<file path="src/rtl/los_pkg.sv">
package los_pkg;
  parameter int unsigned LOS_RUN_BITS  = 128;
  parameter int unsigned LOS_WIN_BITS  = 128;
  parameter int unsigned LOS_CLR_EDGES = 16;
endpackage

</file>
<file path="src/rtl/los_edge_det.sv">
module los_edge_det (
  input  logic clk_i,
  input  logic rst_ni,
  input  logic data_i,
  output logic edge_o
);
  logic d_q;

  always_ff @(posedge clk_i or negedge rst_ni) begin
    if (!rst_ni) d_q <= 1'b0;
    else         d_q <= data_i;
  end

  assign edge_o = data_i ^ d_q;
endmodule

</file>
<file path="src/rtl/los_run_cnt.sv">
module los_run_cnt #(
  parameter int unsigned RUN_LIMIT = 128
) (
  input  logic clk_i,
  input  logic rst_ni,
  input  logic edge_i,
  output logic full_o
);
  localparam int unsigned RW = $clog2(RUN_LIMIT + 2);

  logic [RW-1:0] run_q;

  always_ff @(posedge clk_i or negedge rst_ni) begin
    if (!rst_ni)                      run_q <= '0;
    else if (edge_i)                  run_q <= '0;
    else if (run_q < RW'(RUN_LIMIT))  run_q <= run_q + RW'(1);
  end

  assign full_o = (run_q >= RW'(RUN_LIMIT));

  AST_RUN_RESTART: assert property (@(posedge clk_i) disable iff (!rst_ni)
    edge_i |=> run_q == '0);

  AST_RUN_SATURATE: assert property (@(posedge clk_i) disable iff (!rst_ni)
    run_q <= RW'(RUN_LIMIT));
endmodule

</file>
<file path="src/rtl/los_win_cnt.sv">
module los_win_cnt #(
  parameter int unsigned WIN_LEN   = 128,
  parameter int unsigned CLR_EDGES = 16
) (
  input  logic clk_i,
  input  logic rst_ni,
  input  logic edge_i,
  output logic win_end_o,
  output logic enough_o
);
  localparam int unsigned WW  = (WIN_LEN > 2) ? $clog2(WIN_LEN) : 1;
  localparam int unsigned SAT = CLR_EDGES + 1;
  localparam int unsigned TW  = $clog2(SAT + 1);

  logic [WW-1:0] win_q;
  logic [TW-1:0] tcnt_q;

  assign win_end_o = (win_q == WW'(WIN_LEN - 1));

  always_ff @(posedge clk_i or negedge rst_ni) begin
    if (!rst_ni)        win_q <= '0;
    else if (win_end_o) win_q <= '0;
    else                win_q <= win_q + WW'(1);
  end

  // count saturates one above the threshold; cleared at window end
  always_ff @(posedge clk_i or negedge rst_ni) begin
    if (!rst_ni)                               tcnt_q <= '0;
    else if (win_end_o)                        tcnt_q <= '0;
    else if (edge_i && tcnt_q < TW'(SAT))      tcnt_q <= tcnt_q + TW'(1);
  end

  assign enough_o = (tcnt_q == TW'(SAT)) || (edge_i && tcnt_q == TW'(CLR_EDGES));

  AST_TCNT_BOUND: assert property (@(posedge clk_i) disable iff (!rst_ni)
    tcnt_q <= TW'(SAT));

  AST_WIN_RESTART: assert property (@(posedge clk_i) disable iff (!rst_ni)
    win_end_o |=> tcnt_q == '0);
endmodule

</file>
<file path="src/rtl/los_detector.sv">
module los_detector
  import los_pkg::*;
#(
  parameter int unsigned RUN_LIMIT = LOS_RUN_BITS,
  parameter int unsigned WIN_LEN   = LOS_WIN_BITS,
  parameter int unsigned CLR_EDGES = LOS_CLR_EDGES
) (
  input  logic clk_i,
  input  logic rst_ni,
  input  logic data_i,
  input  logic det_en_ni,
  input  logic ext_los_ni,
  output logic los_o,
  output logic data_o
);
  logic edge_w, full_w, win_end_w, enough_w;
  logic los_q;

  los_edge_det i_edge (
    .clk_i (clk_i), .rst_ni (rst_ni), .data_i (data_i), .edge_o (edge_w)
  );

  los_run_cnt #(.RUN_LIMIT(RUN_LIMIT)) i_run (
    .clk_i (clk_i), .rst_ni (rst_ni), .edge_i (edge_w), .full_o (full_w)
  );

  los_win_cnt #(.WIN_LEN(WIN_LEN), .CLR_EDGES(CLR_EDGES)) i_win (
    .clk_i (clk_i), .rst_ni (rst_ni), .edge_i (edge_w),
    .win_end_o (win_end_w), .enough_o (enough_w)
  );

  // clear has priority over set; flag starts asserted
  always_ff @(posedge clk_i or negedge rst_ni) begin
    if (!rst_ni)                     los_q <= 1'b1;
    else if (det_en_ni)              los_q <= 1'b0;
    else if (win_end_w && enough_w)  los_q <= 1'b0;
    else if (full_w && !edge_w)      los_q <= 1'b1;
  end

  assign los_o  = los_q | ~ext_los_ni;
  assign data_o = data_i & ~los_o;

  AST_SET_ON_IDLE: assert property (@(posedge clk_i) disable iff (!rst_ni)
    (!det_en_ni && full_w && !edge_w) |=> los_q);

  AST_SET_NEEDS_RUN: assert property (@(posedge clk_i) disable iff (!rst_ni)
    $rose(los_q) |-> $past(full_w));

  AST_CLEAR_AT_WINDOW: assert property (@(posedge clk_i) disable iff (!rst_ni)
    ($fell(los_q) && !$past(det_en_ni)) |-> $past(win_end_w && enough_w));

  AST_DISABLE_CLEARS: assert property (@(posedge clk_i) disable iff (!rst_ni)
    det_en_ni |=> !los_q);
endmodule

</file>
<file path="config.mk">
export PLATFORM = sky130hd
export DESIGN_NAME = los_detector
export DESIGN_NICKNAME = d
export VERILOG_FILES = /design/src/rtl/los_pkg.sv /design/src/rtl/los_edge_det.sv /design/src/rtl/los_run_cnt.sv /design/src/rtl/los_win_cnt.sv /design/src/rtl/los_detector.sv
export SDC_FILE = /design/constraint.sdc
export NUM_CORES = 1
export LEC_CHECK = 0
export ABC_AREA = 1
export BUFFER_PORTS_ARGS = -buffer_cell sky130_fd_sc_hd__clkbuf_2
export CAP_MARGIN = 20
export CORE_ASPECT_RATIO = 0.6
export CORE_UTILIZATION = 40
export DETAILED_ROUTE_END_ITERATION = 7
export GPL_TIMING_DRIVEN = 0
export PLACE_DENSITY = 0.61
export SLEW_MARGIN = 30
export SYNTH_ARGS = -nofsm -noshare
export SYNTH_HDL_FRONTEND = slang
export SYNTH_SLANG_ARGS = --single-unit
</file>
<file path="constraint.sdc">
create_clock -name clk_i -period 1.5 [get_ports clk_i]
set_input_delay 0.15 -clock clk_i [delete_from_list [all_inputs] [get_ports clk_i]]
set_output_delay 0.15 -clock clk_i [all_outputs]
set_load 0.1 [all_outputs]
</file>
==> flow_summary.json <==
{
  "status": "completed",
  "syn_nets": 162,
  "grt_max_degree": 23,
  "leakagePower_nw": 0.692,
  "drv_slew": 0,
  "worstHoldPathType": "in -> reg",
  "ir_drop_uv": 589,
  "hold_ws_ps": 28.6,
  "whs_path_depth": 1,
  "required_ps": 1350,
  "worstSkewPairLatency_ps": 260,
  "cts.sinks": 22,
  "hp-start": "data_i",
  "die_x_um": 73.4,
  "grt_pass1_vias": 862,
  "layout_common_cells": "nand2_1 (33), inv_1 (22), dfrtp_1 (21)",
  "worst_pin_slew_ps": 546,
  "hold_viol_final": 0,
  "final_common_cell": "nand2_1",
  "critPathBufInv": 2,
  "r2r_cells": 6,
  "via_per_inst": 4.64,
  "diodes": 0,
  "skew_ps": 2.79,
  "tns_ps": 0,
  "wl_per_cell_um": 10.7,
  "critPathMaxStageDelay_ps": 520,
  "crit_fanout": 2,
  "gp_congestion": 0.739,
  "fill_cells": 273,
  "rows": 15,
  "end_kind": "output pin",
  "antenna_found_initial": 0,
  "crit-reg2reg-capture": "i_win.tcnt_q[0]",
  "area_growth_pct": 12.9,
  "grt_pass1_wl_mm": 3.81,
  "cp_top_family": "flip-flops",
  "worstSetupPathType": "reg -> out",
  "final_net_count": 174,
  "arrival_ps": 1240,
  "ys_seq_area_share_pct": 45.0,
  "io_buffer_count": 6,
  "syn_area_per_cell_um2": 8.11,
  "ant_nets": 0,
  "drive_gt1_share_pct": 16.7,
  "yosysUniqueCellTypes": 21,
  "track_usage_pct": 15.7,
  "power_density_nw_per_um2": 1160,
  "cap_violations": 0,
  "cts_root_buf": "clkbuf_8",
  "multi_input_comb_area_um2": 587,
  "synthCells": 151,
  "die_y_um": 44.9,
  "fin_crit_ps": 1390,
  "cts_tree": "done",
  "dpl.hpwl_mm": 1.66,
  "path_clk_slew_ps": 80,
  "htreeDepth": 1,
  "r2r_start": "i_win.win_q[0]",
  "setup_viol": 0,
  "slew_headroom_pct": 63.6,
  "ff2ff_setup_slack_ps": 270,
  "path_cells": "inv_1 > nand2_4 > clkbuf_4",
  "finalWirelength_mm": 2.19,
  "start_kind": "flip-flop",
  "core_um2": 2890,
  "dr.pass1.iters": 4,
  "cts_buffer_depth": 2,
  "cts_buffers": 3,
  "gr-total-overflow": 0,
  "post-route-drc-count": 0,
  "ys_ff_latch": 22,
  "dr.first_iter.drc_count": 45,
  "dieArea_um2": 3290,
  "initial_core_util_pct": 42.4,
  "syn_area_um2": 1220,
  "vias": 946,
  "fmax_ghz": 0.717,
  "ioPinCount": 7,
  "yosysWarnings": 0,
  "rsz0062_at_grt": "false",
  "min_delay_worst_endpoint": "i_edge.d_q",
  "min_period_over_period_pct": 92.9,
  "cp_slowest_cell": "dfstp_2",
  "area.sequential_um2": 552
}
-- cells by family after synthesis --
logic type	share of synthesized area, %
compound gates	2.55
flops	45.0
buf+inv	8.27
simple gates	34.4
fa+ha+maj	6.13
xor+xnor	3.57
-- registers in the layout, summed over array words and instances (netlist names) --
register      cells
i_run.run_q       8
i_win.win_q       7
i_win.tcnt_q      5
i_edge.d_q        1
los_q             1
-- how the worst max path moves through the flow --
stage	start	to	cells after the start
after floorplan	los_q	data_o	3
after global placement	los_q	los_o	3
after detailed placement	los_q	los_o	3
after CTS	los_q	data_o	4
after global routing	los_q	los_o	3
final	los_q	los_o	3
-- timing repair --
item / 4_1_cts / 5_1_grt
resized for setup: 1 / 2
hold buffers: 1 / 0
buffers inserted: 0 / 0
endpoints found under the setup margin: 1 / 1
endpoints found under the hold margin: 21 / 0
-- cell type report --
class / instances / area share (%)
clock buffer: 4 / 3.26
tap: 42 / 3.80
multi-input combinational: 104 / 42.4
timing repair buffer: 7 / 3.26
sequential: 22 / 39.9
inverter: 24 / 6.52
buffer: 1 / 0.814
-- cells in the mapped netlist, drive strengths merged --
library cell / number / area, µm²
inv: 24 / 90.1
buf: 1 / 11.3
dfrtp: 21 / 526
ha: 6 / 75.1
nand2: 40 / 180
nor2: 23 / 101
nand4: 8 / 50.1
xnor2: 1 / 8.76
nand3: 15 / 85.1
a21oi: 1 / 5.00
xor2: 4 / 35.0
o21ai: 4 / 20.0
nor3: 1 / 5.00
dfstp: 1 / 26.3
a31oi: 1 / 6.26
-- metrics by stage --
stage | cell area [µm²] | utilization [%] | cells | total power, mW | setup slack [ps]
after floorplan | 1240 | - | 151 | 1.12 | 154
final | 1380 | 47.8 | 204 | 1.61 | 106
after CTS | 1380 | 47.7 | 204 | 1.62 | 3.87
after global placement | 1320 | 45.8 | 199 | 1.21 | 276
after detailed placement | 1320 | 45.8 | 199 | 1.24 | 262
after global routing | 1380 | 47.8 | 204 | 1.74 | 47.3
-- per-layer routing --
metal  GRT usage [%]  share of wire [%]
met5               0                  0
met4            3.46               0.37
met3            5.36                4.6
met2            25.3                 45
met1            20.6                 50
-- report_power, final --
part	total, mW	switching, mW	internal (mW)
combinational	0.467	0.281	0.186
clock	0.379	0.190	0.189
sequential	0.761	0.0988	0.663
total	1.61	0.569	1.04
No activity file was read; power rests on OpenSTA's default activity.
